`config.mk`:
```
export PLATFORM = sky130hd
export DESIGN_NAME = softdec_branch_metric
export DESIGN_NICKNAME = d
export VERILOG_FILES = /design/src/rtl/bmu_pkg.sv /design/src/rtl/sample_clamp.sv /design/src/rtl/label_metric_gen.sv /design/src/rtl/metric_serializer.sv /design/src/rtl/softdec_branch_metric.sv
export SDC_FILE = /design/constraint.sdc
export NUM_CORES = 1
export LEC_CHECK = 0
export CAP_MARGIN = 20
export CORE_ASPECT_RATIO = 1.4
export CORE_MARGIN = 5
export CORE_UTILIZATION = 62
export CTS_BUF_LIST = sky130_fd_sc_hd__clkbuf_4 sky130_fd_sc_hd__clkbuf_8
export CTS_CLUSTER_DIAMETER = 100
export DETAILED_ROUTE_END_ITERATION = 7
export PLACE_DENSITY = 0.9
export RECOVER_POWER = 50
export SLEW_MARGIN = 20
export SYNTH_ARGS = -nofsm -noshare
export SYNTH_HDL_FRONTEND = slang
export SYNTH_SLANG_ARGS = --single-unit
```
`constraint.sdc`:
```
create_clock -name clk -period 4.3 [get_ports clk]
set_input_delay 0.43 -clock clk [delete_from_list [all_inputs] [get_ports clk]]
set_output_delay 0.43 -clock clk [all_outputs]
set_load 0.005 [all_outputs]
```
`src/rtl/bmu_pkg.sv`:
```
package bmu_pkg;

   // Smallest metric width that holds n samples of sw bits summed with signs.
   function automatic int unsigned min_metric_w(int unsigned sw, int unsigned n);
      return sw + $clog2(n + 1);
   endfunction

   // Largest magnitude of one sample after saturation.
   function automatic int sample_peak(int unsigned sw);
      return (1 << (sw - 1)) - 1;
   endfunction

endpackage

```
`src/rtl/sample_clamp.sv`:
```
module sample_clamp #(
   parameter int unsigned SAMPLE_W = 3
) (
   input  logic [SAMPLE_W-1:0] raw_i,
   output logic [SAMPLE_W-1:0] sat_o
);

   localparam logic [SAMPLE_W-1:0] MOST_NEG = {1'b1, {(SAMPLE_W-1){1'b0}}};

   // The asymmetric code is pulled in by one so that negation never overflows.
   always_comb begin
      if (raw_i == MOST_NEG) begin
         sat_o = raw_i + SAMPLE_W'(1);
      end else begin
         sat_o = raw_i;
      end
   end

endmodule

```
`src/rtl/label_metric_gen.sv`:
```
module label_metric_gen #(
   parameter int unsigned N_SAMP   = 3,
   parameter int unsigned SAMPLE_W = 3,
   parameter int unsigned METRIC_W = 5
) (
   input  logic [N_SAMP*SAMPLE_W-1:0]         samp_i,
   output logic [(1<<N_SAMP)*METRIC_W-1:0]    metric_o
);

   localparam int unsigned LABELS = 1 << N_SAMP;
   localparam int unsigned EXT_W  = METRIC_W - SAMPLE_W;

   // Sign-extend each sample once, shared by every label.
   logic signed [METRIC_W-1:0] ext [N_SAMP];

   for (genvar j = 0; j < N_SAMP; j++) begin : g_ext
      assign ext[j] = {{EXT_W{samp_i[j*SAMPLE_W+SAMPLE_W-1]}}, samp_i[j*SAMPLE_W +: SAMPLE_W]};
   end

   for (genvar k = 0; k < LABELS; k++) begin : g_label
      localparam int unsigned LBL = k;
      logic signed [METRIC_W-1:0] acc;

      always_comb begin
         acc = '0;
         for (int j = 0; j < N_SAMP; j++) begin
            // Label bit (N_SAMP-1-j) steers sample j: 0 adds, 1 subtracts.
            if (((LBL >> (N_SAMP - 1 - j)) & 1) != 0) begin
               acc = acc - ext[j];
            end else begin
               acc = acc + ext[j];
            end
         end
      end

      assign metric_o[k*METRIC_W +: METRIC_W] = acc;
   end

endmodule

```
`src/rtl/metric_serializer.sv`:
```
module metric_serializer #(
   parameter int unsigned LANES    = 8,
   parameter int unsigned METRIC_W = 5
) (
   input  logic                        clk,
   input  logic                        rst_n,
   input  logic                        load_i,
   input  logic [LANES*METRIC_W-1:0]   word_i,
   output logic [LANES-1:0]            bits_o,
   output logic                        first_o,
   output logic                        valid_o
);

   localparam int unsigned CNT_W = $clog2(METRIC_W + 1);

   logic [METRIC_W-1:0] shreg [LANES];
   logic [CNT_W-1:0]    left_q;

   always_ff @(posedge clk or negedge rst_n) begin
      if (!rst_n) begin
         for (int l = 0; l < LANES; l++) begin
            shreg[l] <= '0;
         end
         bits_o  <= '0;
         left_q  <= '0;
         first_o <= 1'b0;
         valid_o <= 1'b0;
      end else if (load_i) begin
         // A new word always wins, even over a frame still in flight.
         for (int l = 0; l < LANES; l++) begin
            bits_o[l] <= word_i[l*METRIC_W];
            shreg[l]  <= word_i[l*METRIC_W +: METRIC_W] >> 1;
         end
         left_q  <= CNT_W'(METRIC_W - 1);
         first_o <= 1'b1;
         valid_o <= 1'b1;
      end else if (left_q != '0) begin
         for (int l = 0; l < LANES; l++) begin
            bits_o[l] <= shreg[l][0];
            shreg[l]  <= shreg[l] >> 1;
         end
         left_q  <= left_q - CNT_W'(1);
         first_o <= 1'b0;
      end else begin
         bits_o  <= '0;
         first_o <= 1'b0;
         valid_o <= 1'b0;
      end
   end


   first_valid_chk: assert property (@(posedge clk) disable iff (!rst_n)
      first_o |-> valid_o);


   frame_start_chk: assert property (@(posedge clk) disable iff (!rst_n)
      load_i |=> (first_o && valid_o));


   frame_cont_chk: assert property (@(posedge clk) disable iff (!rst_n)
      (valid_o && !first_o) |-> $past(valid_o));

endmodule

```
`src/rtl/softdec_branch_metric.sv`:
```
module softdec_branch_metric #(
   parameter int unsigned N_SAMP    = 3,
   parameter int unsigned SAMPLE_W  = 3,
   parameter int unsigned METRIC_W  = 5,
   parameter bit          SERIAL_EN = 1'b1
) (
   input  logic                                 clk,
   input  logic                                 rst_n,
   input  logic                                 in_valid,
   input  logic [N_SAMP*SAMPLE_W-1:0]           samples_i,
   output logic                                 par_valid,
   output logic [(1<<N_SAMP)*METRIC_W-1:0]      par_metrics,
   output logic                                 ser_valid,
   output logic                                 ser_first,
   output logic [(1<<N_SAMP)-1:0]               ser_bits
);

   localparam int unsigned LABELS = 1 << N_SAMP;
   localparam int unsigned WORD_W = LABELS * METRIC_W;
   localparam int          PEAK   = N_SAMP * bmu_pkg::sample_peak(SAMPLE_W);

   if (SAMPLE_W < 2) begin : g_bad_sw
      $error("SAMPLE_W must be at least 2");
   end
   if (N_SAMP < 1) begin : g_bad_n
      $error("N_SAMP must be at least 1");
   end
   if (METRIC_W < bmu_pkg::min_metric_w(SAMPLE_W, N_SAMP)) begin : g_bad_mw
      $error("METRIC_W too narrow for the signed sum");
   end

   logic [N_SAMP*SAMPLE_W-1:0] sat;
   logic [WORD_W-1:0]          metric_d;

   for (genvar j = 0; j < N_SAMP; j++) begin : g_clamp
      sample_clamp #(.SAMPLE_W(SAMPLE_W)) u_clamp (
         .raw_i (samples_i[j*SAMPLE_W +: SAMPLE_W]),
         .sat_o (sat[j*SAMPLE_W +: SAMPLE_W])
      );
   end

   label_metric_gen #(
      .N_SAMP   (N_SAMP),
      .SAMPLE_W (SAMPLE_W),
      .METRIC_W (METRIC_W)
   ) u_gen (
      .samp_i   (sat),
      .metric_o (metric_d)
   );

   always_ff @(posedge clk or negedge rst_n) begin
      if (!rst_n) begin
         par_valid   <= 1'b0;
         par_metrics <= '0;
      end else begin
         par_valid <= in_valid;
         if (in_valid) begin
            par_metrics <= metric_d;
         end
      end
   end

   if (SERIAL_EN) begin : g_serial
      metric_serializer #(
         .LANES    (LABELS),
         .METRIC_W (METRIC_W)
      ) u_ser (
         .clk     (clk),
         .rst_n   (rst_n),
         .load_i  (par_valid),
         .word_i  (par_metrics),
         .bits_o  (ser_bits),
         .first_o (ser_first),
         .valid_o (ser_valid)
      );
   end else begin : g_no_serial
      assign ser_bits  = '0;
      assign ser_first = 1'b0;
      assign ser_valid = 1'b0;
   end


   lat_chk: assert property (@(posedge clk) disable iff (!rst_n)
      in_valid |=> par_valid);


   idle_chk: assert property (@(posedge clk) disable iff (!rst_n)
      !in_valid |=> !par_valid);


   hold_chk: assert property (@(posedge clk) disable iff (!rst_n)
      !in_valid |=> $stable(par_metrics));

   for (genvar k = 0; k < LABELS; k++) begin : g_lane_chk

      pair_sum_chk: assert property (@(posedge clk) disable iff (!rst_n)
         $signed(par_metrics[k*METRIC_W +: METRIC_W]) ==
         -$signed(par_metrics[(LABELS-1-k)*METRIC_W +: METRIC_W]));


      range_chk: assert property (@(posedge clk) disable iff (!rst_n)
         ($signed(par_metrics[k*METRIC_W +: METRIC_W]) <= PEAK) &&
         ($signed(par_metrics[k*METRIC_W +: METRIC_W]) >= -PEAK));
   end

endmodule

```
Yosys cells after proc, flatten, opt, wreduce, memory -nomap -nowiden
Cells that the tools add are included.

Add/sub/neg operators: 17. Mux-type cells: 12. Reduce and logical (&&, ||, !) cells: 2. Equal/unequal tests: 4.

Operator list (count): 40-bit 2-to-1 mux (2); 8-bit 2-to-1 mux (2); 4-bit by 3-bit adder with 5-bit output (3); 3-bit 2-to-1 mux (5); 4-bit by 3-bit subtractor with 5-bit output (3); 5-bit by 3-bit adder with 5-bit output (2); 5-bit by 3-bit subtractor with 5-bit output (2); 3-bit by 1-bit adder with 3-bit output, second input constant (3); 3-bit == test, second input constant (3); 3-bit by 3-bit adder with 4-bit output (1); 1-bit by 3-bit subtractor with 4-bit output, first input constant (1); 3-bit by 3-bit subtractor with 4-bit output (1); 1-bit 2-to-1 mux (3); 3-bit nonzero test (1); 3-bit by 1-bit subtractor with 3-bit output, second input constant (1); 2-bit inequality test, second input constant (1); 2-bit nonzero test (1).

Output and inout port bits: 51. Bits in registers: 94.

Longest topological paths before layout
Gate-level depths: netlist of the first run.

Word-level depth: 5. Mapped depth: 15. Gate-level depth less buffers: 15.

Cells and area by module
Synthesis of the first run repeated with hierarchy kept, for this count alone.

Cell total of the unflattened synthesis: 477. Area, all modules: 5227.5 um^2.

Modules (own cells, without submodules): metric_serializer (area each 1978.1 um^2, times used 1, cells an instance 193); softdec_branch_metric (area each 1521.5 um^2, times used 1, cells an instance 85); label_metric_gen (area each 1517.7 um^2, times used 1, cells an instance 175); sample_clamp (area each 70.1 um^2, times used 3, cells an instance 8).

Worst setup path before layout of the first run
No wires, ideal clock.

Kind: input to register. Start point: input port samples_i[0]. End point: register par_metrics[24]. Stages: 13. Arrival: 3.065 ns. Path buffers: 1. Library setup time: 0.125 ns. Data required time: 4.175 ns. Slack: 1.110 ns. Path through: inv_1 > ha_1 > nand2_1 > mux2i_1 > ha_1 > fa_1 > xor2_1 > ha_1 > clkbuf_1 > a21o_1 > a21oi_1 > xnor2_1 > mux2_2.

Longest elaborated chain between the ends: 5. Elaborated cells on any way between the ends: 6. Classes of those cells: add/sub: 4; eq/ne: 1; mux: 1.

Ends and longest elaborated chain: start: declaration (line softdec_branch_metric.sv:10) `input logic [N_SAMP*SAMPLE_W-1:0] samples_i,`; 3-bit by 1-bit adder with 3-bit output / 3-bit == test (equally long branches) (line sample_clamp.sv:13, sample_clamp.sv:12); 3-bit 2-to-1 mux * (line sample_clamp.sv:12) `if (raw_i == MOST_NEG) begin`; 1-bit by 3-bit subtractor with 4-bit output * (line label_metric_gen.sv:29) `acc = acc - ext[j];`; 4-bit by 3-bit adder with 5-bit output * (line label_metric_gen.sv:31) `acc = acc + ext[j];`; 5-bit by 3-bit adder with 5-bit output * (line label_metric_gen.sv:31); end signal: assignment (line softdec_branch_metric.sv:58) `par_metrics <= metric_d;`; end: declaration (line softdec_branch_metric.sv:12) `output logic [(1<<N_SAMP)*METRIC_W-1:0] par_metrics,`.

Every way passes the cells marked *; elsewhere a longest branch is shown, timed or not. A chain may end at the register's enable or synchronous reset.

Final worst setup path of the first run
Ends and elaborated chain as after synthesis.

==> results of run 1 <==
## where the power goes
group / internal, mW / total [mW] / switching [mW] / leakage, nW
clock network: 0.271 / 0.537 / 0.266 / 0.0955
registers: 1.06 / 1.29 / 0.227 / 0.952
logic: 0.811 / 1.50 / 0.689 / 1.54
## critical path, cell delays in order
cell,delay (ps)
clkdlybuf4s50_1,480
inv_1,70
ha_1,210
nand2_1,110
mux2i_1,300
ha_1,370
fa_1,460
xor2_1,200
ha_1,410
a21o_1,230
a21oi_1,190
xnor2_1,90
mux2_2,270
## metrics by stage
step,std cells,instance area (sq um),worst slack [ps],total power [mW],util [%]
after floorplan,463,4820,1110,2.15,-
after global placement,602,5460,566,2.71,71.3
after detailed placement,602,5460,361,2.82,71.3
after CTS,618,5650,715,3.37,73.8
after global routing,619,5660,528,3.56,73.9
final,619,5660,705,3.32,73.9
## worst max-delay path by stage
| stage | slack [ps] | depth (start not counted) | to |
|---|---|---|---|
| finish | 700 | 13 | par_metrics[24] |
| global route | 530 | 14 | par_metrics[39] |
| global placement | 570 | 14 | par_metrics[24] |
| floorplan | 1110 | 13 | par_metrics[24] |
| CTS | 710 | 13 | par_metrics[24] |
| detailed placement | 360 | 13 | par_metrics[24] |
## sequential cells by signal, indices dropped and copies added (netlist names)
name	flops
g_serial.u_ser.bits_o	8
g_serial.u_ser.first_o	1
g_serial.u_ser.left_q	3
g_serial.u_ser.shreg	32
g_serial.u_ser.valid_o	1
par_metrics	34
par_valid	1
## layer usage
layer  vias to the layer above  share of wire [%]
met5                         -                  0
met4                         0                3.7
met3                        32                4.8
met2                        95                 55
met1                      1707                 36
li1                       1650                  -
## layout make-up
cell class | instances | area, sq um
clock buffers | 10 | 131
clock inverters | 6 | 60.1
fillers | 514 | 1990
inverters | 34 | 128
multi-input cells | 324 | 2570
flip-flops and latches | 80 | 2000
well taps | 100 | 125
repair buffers | 65 | 643
## cells in the final DEF, fill, tap and decap left out, types with 18 or more instances in the layout
cell             count
a21oi_1             31
clkdlybuf4s50_1     43
dfrtp_1             79
ha_1                49
inv_1               34
mux2_2              18
mux2i_1             29
nand2_1             49
nor2_1              32
o21ai_0             34
xnor2_1             25
## cells by family after synthesis
logic type / count (synthesis)
buf+inv: 59
compound gates: 96
fa+ha+maj: 61
simple gates: 87
flops: 80
xor+xnor: 33
mux: 47
==> impl_results.md, run 1 <==
* Die height at around 110 um
* RSZ-0062 raised after global routing: no
* Syn-to-layout area delta at 17.3%
* Total Wirelength at 10000 um
* Worst R2R Start: g_serial.u_ser.left_q[0]
* Max frequency at 0.278 GHz
* Avg Vias per Cell at 5.63
* MaxCap Viol Count at 3
* WL/cell at 16.2 um
* Main combinational cell family by area after synthesis: adder cells
* Drt pass-1 iters at 4
* Clk slew on worst S/H paths at 80 ps
* Grt total ovfl at 0
* Final Cycle Share at 83.6%
* Max_slew headroom at -48.8%
* GRT Util Overall at 22.5%
* Syn Area/Cell at 10.4 sq um
* Layout cells sized above 1 at around 8.1%
* Fin nets at around 600
* Fin Setup TNS at 0 ps
* Row count at 38
* Worst Tran Pin Value at approximately 2200 ps
* Synth area leaders: dfrtp_1, ha_1, mux2i_1, fa_1, xnor2_1
* Busiest grt layer: met2
* Post-Syn Instances at 463
* Startpoint types: primary input
* Global Route met1 Usage at 24.6%
* GRT met3 Usage at under 10%
* Status: finished with violations
* Met2 Use GR at 40.6%
* Vias at 3484
* DRC marker count from the first detailed-route iteration at between 200 and 250
* Die area at 9670 sq um
* Starting Density at 63.0%
* Adder and majority cell fraction of the synthesized area at 17.7%
* Clock sink total at 80
* Cell Area, Synth at 4820 sq um
* Compound-Gate Fraction of Synth Area at 12.0%
* Core area at 7650 sq um
* Netlist cell types at 30
* Inserted Diodes at 0
* Final Hold Vio Count at 0
* Most frequent cell after synthesis: dfrtp_1
* Vias in the first global route at 3654
* Final min period at 3600 ps
* Worst reg2reg path endpoint: g_serial.u_ser.shreg[25]
* Buffers on Ports at a little over 60
* Yosys reg bits at 80
* Crit Path Class: in2reg
* Root buf cell: clkbuf_8
* FF-to-FF setup slack at ~1300 ps
* Commonest cells post-synth: dfrtp_1, ha_1, nand2_1
* Max VDD drop at 0.305 mV
* Worst hold stages at 1
* Hold buffers post-CTS at 0
* Largest net degree at the start of global routing at 81
* Post-Route Skew at 10.0 ps
* Share of the yosys chip area belonging to registers at 41.5%
* Antenna-violating nets left at 0
* CTS tree: done
* Post-synth ARST share at 100%
* Mux share of post-synthesis cell area at 10.2%
* Setup bufs post-CTS at 0
* Required time of the critical path at 4540 ps
* Post-synth top flop: dfrtp_1
* Final setup fails at 0
* IO Pins at 63
* Critical path fanouts, max at 6
* Hold_ws at 491 ps
* Hold Path Origin: g_serial.u_ser.left_q[2]
* Worst Setup SP: samples_i[0]
* Post-synth EDFFs at 0
* H-tree Lvls at 3
* Worst r2r path cells at 6
* Yosys warns at 0
* Pwr per Cell Area at 587 nW/um^2
* Worst hold path endpoint: g_serial.u_ser.left_q[2]
* RD Place Congestion at 0.913
* Drc violations at 0
* Post_cts resized at 0
* Max-slew violation count at 106
* CP Data Arrival Time at around 3800 ps
* Leak at 2.59 nW
* Failing checks: max-capacitance violations, max-slew violations
* Post-synth net total at 536
* Worst skew pair latency at approximately 360 ps
* Die width at ~85 um
* Fraction of the mapped netlist area in simple logic gates at 7.21%
* Post-Synth XOR/XNOR Area at under 10%
* HP Class: reg2reg
* Antenna violations before repair at 0
* First-pass GRT wire length at ~17000 um
* Share of the synthesized area in the top cell type at 41.5%
* Clock buffer depth at 2
* Num CTS Buffers at 9
* Synth area leader: dfrtp_1
* Setup crit end kind: register
* Dpl hpwl at 7540 um
No activity file was read; power rests on OpenSTA's default activity.
==> run 2, diff against run 1 <==
CORE_UTILIZATION = 52   (was 62)
PLACE_DENSITY = 0.81   (was 0.9)
clock period = 2.9 ns   (was 4.3 ns; I/O delays follow)
==> run 2 against run 1 <==
The run now ends clean; clock-buffer cell count up 2; first-iteration DRC count shrank 44%; via count grew 5.1%; cell count up 10%; worst setup slack got worse by 580 ps; flip-flop and latch count is the same; critical path depth unchanged; total power is 56% higher; sequential share of layout area shrank 3.6 points; combinational power rose by 65%.
==> impl_results.md, run 2 (same netlist as run 1, synthesis figures left out) <==
* Row count at 41 (+7.9%)
* Worst r2r path cells at 3 (-3)
* Avg Vias per Cell at 5.37 (-4.6%)
* Die width at 91.4 um (+8.1%)
* IO Pins at 63 (unchanged)
* Antenna-violating nets left at 0 (unchanged)
* Largest registers: par_metrics x34, g_serial.u_ser.shreg x32, g_serial.u_ser.bits_o x8
* Total Wirelength at 10300 um (+2.7%)
* Num CTS Buffers at 9 (unchanged)
* Die height at 124 um (+8.4%)
* Final Hold Vio Count at 0 (unchanged)
* Max VDD drop at 0.632 mV (+110%)
* Inserted Diodes at 0 (unchanged)
* Final setup fails at 0 (unchanged)
* Leak at 2.92 nW (+13%)
* Most frequent cells in the layout: dfrtp_1, buf_4, nand2_1
* Die area at 11300 sq um (+17%)
* Antenna violations before repair at 0 (unchanged)
* RD Place Congestion at 0.819 (-10%)
* Max reg flops at 34 (unchanged)
* Hold Path Origin: g_serial.u_ser.shreg[10]
* Vias at 3663 (+5.1%)
* Layout cells sized above 1 at 23.1% (+15 points)
* DRC marker count from the first detailed-route iteration at 136 (-44%)
* Layout Utilization at 69.8% (-4.2 points)
* HP Class: reg2reg
* Max frequency at approximately 0.36 GHz
* Post-layout instance count excluding filler cells at 682 (+10%)
* Final min period at approximately 2800 ps
* Buffers on Ports at 62 (unchanged)
* MaxCap Viol Count at 0 (-3)
* Clock sink total at 80 (unchanged)
* Crit Path Class: in2reg
* Starting Density at 53.4% (-9.6 points)
* Pwr per Cell Area at 825 nW/um^2 (+41%)
* Post-Place Cells at 663 (+10%)
* CTS tree: done
* Required time of the critical path at 3140 ps (-1400 ps)
* Final Cycle Share at 95.7%
* H-tree Lvls at 3 (unchanged)
* FF-to-FF setup slack at 940 ps (-370 ps)
* Hold_ws at 497 ps (+6.67 ps)
* Largest net degree at the start of global routing at 81 (unchanged)
* Dpl hpwl at 7890 um (+4.7%)
* Root buf cell: clkbuf_8
* Setup crit end kind: register
* First-pass GRT wire length at 17300 um (+0.36%)
* Max_slew headroom at 21.3% (+70 points)
* CP Data Arrival Time at 3020 ps (-810 ps)
* WL/cell at 15.1 um (-6.8%)
* Worst R2R Start: par_valid
* Clock buffer depth at 2 (unchanged)
* Biggest register: par_metrics
* Worst Tran Pin Value at 1180 ps (-1050 ps)
* Worst hold stages at 1 (unchanged)
* Vias in the first global route at 3804 (+4.1%)
* Grt total ovfl at 0 (unchanged)
* Post-Route Skew at 7.24 ps (-2.78 ps)
* Max-slew violation count at 0 (-100%)
* Clk slew on worst S/H paths at 80 ps (about the same)
* Status: finished, final reports clean
* Fin nets at 644 (+9.7%)
* Worst skew pair latency at 350 ps (about the same)
* Worst hold path endpoint: g_serial.u_ser.bits_o[5]
* Syn-to-layout area delta at 30.6%
* GRT Util Overall at 19.1% (-3.4 points)
* Startpoint types: primary input
* Drc violations at 0 (unchanged)
* Core area at 9030 sq um (+18%)
* Drt pass-1 iters at 4 (unchanged)
* Worst reg2reg path endpoint: g_serial.u_ser.bits_o[1]
* Leading cell type in the layout, fill and taps excluded: dfrtp_1
* Critical path fanouts, max at 4 (-2)
-- run 2: worst max path at each step --
stage,slack (ps),depth (start not counted),endpoint,startpoint
after floorplan,-30,13,par_metrics[24],samples_i[0]
after global placement,-570,14,par_metrics[29],samples_i[0]
after detailed placement,-690,14,par_metrics[24],samples_i[0]
after CTS,7,14,par_metrics[24],samples_i[0]
after global routing,-1,13,par_metrics[23],samples_i[0]
final,130,13,par_metrics[23],samples_i[0]
-- run 2: worst max-delay path, stage by stage --
cell and delay (ps):
clkbuf_2 120, clkinvlp_4 110, ha_4 170, nand2_4 100, mux2i_4 290, ha_4 260
fa_2 590, buf_4 120, ha_1 250, a21o_1 190, a21oi_1 170, xnor2_1 90
mux2_2 260
-- run 2: layer usage --
metal  global-route usage [%]  share of wire, %
met1                     20.1                37
met2                     36.5                55
met3                     3.02               3.9
met4                     9.27               3.8
met5                        0                 0
-- run 2: timing repair --
action,in CTS,in global routing
hold buffers,0,1
resized for setup,21,12
cloned,0,0
pin swaps,19,7
buffers inserted,2,0
endpoints found under the hold margin,0,22
endpoints found under the setup margin,24,16
-- run 2: per-stage QoR --
step                setup WS, ps  instance area [sq um]  total power, mW  setup TNS [ps]
finish                       126                   6300             5.20               0
detailed placement          -690                   6000             4.41          -16190
global placement            -565                   6000             4.26          -12730
global route               -1.32                   6300             5.58           -1.32
floorplan                  -34.9                   4940             3.25           -43.7
CTS                         6.65                   6260             5.26               0
-- run 2: power by group --
| part | switching (mW) | internal (mW) | total (mW) |
|---|---|---|---|
| logic | 1.06 | 1.41 | 2.48 |
| registers | 0.342 | 1.57 | 1.91 |
| clock network | 0.374 | 0.434 | 0.809 |
-- run 2: cell type report --
cell class / count / area (sq um)
Clock buffer: 12 / 153
Clock inverter: 3 / 42.5
Fill cell: 650 / 2730
Inverter: 34 / 135
Multi-Input combinational cell: 324 / 2760
Sequential cell: 80 / 2000
Tap cell: 107 / 134
Timing Repair Buffer: 122 / 1080
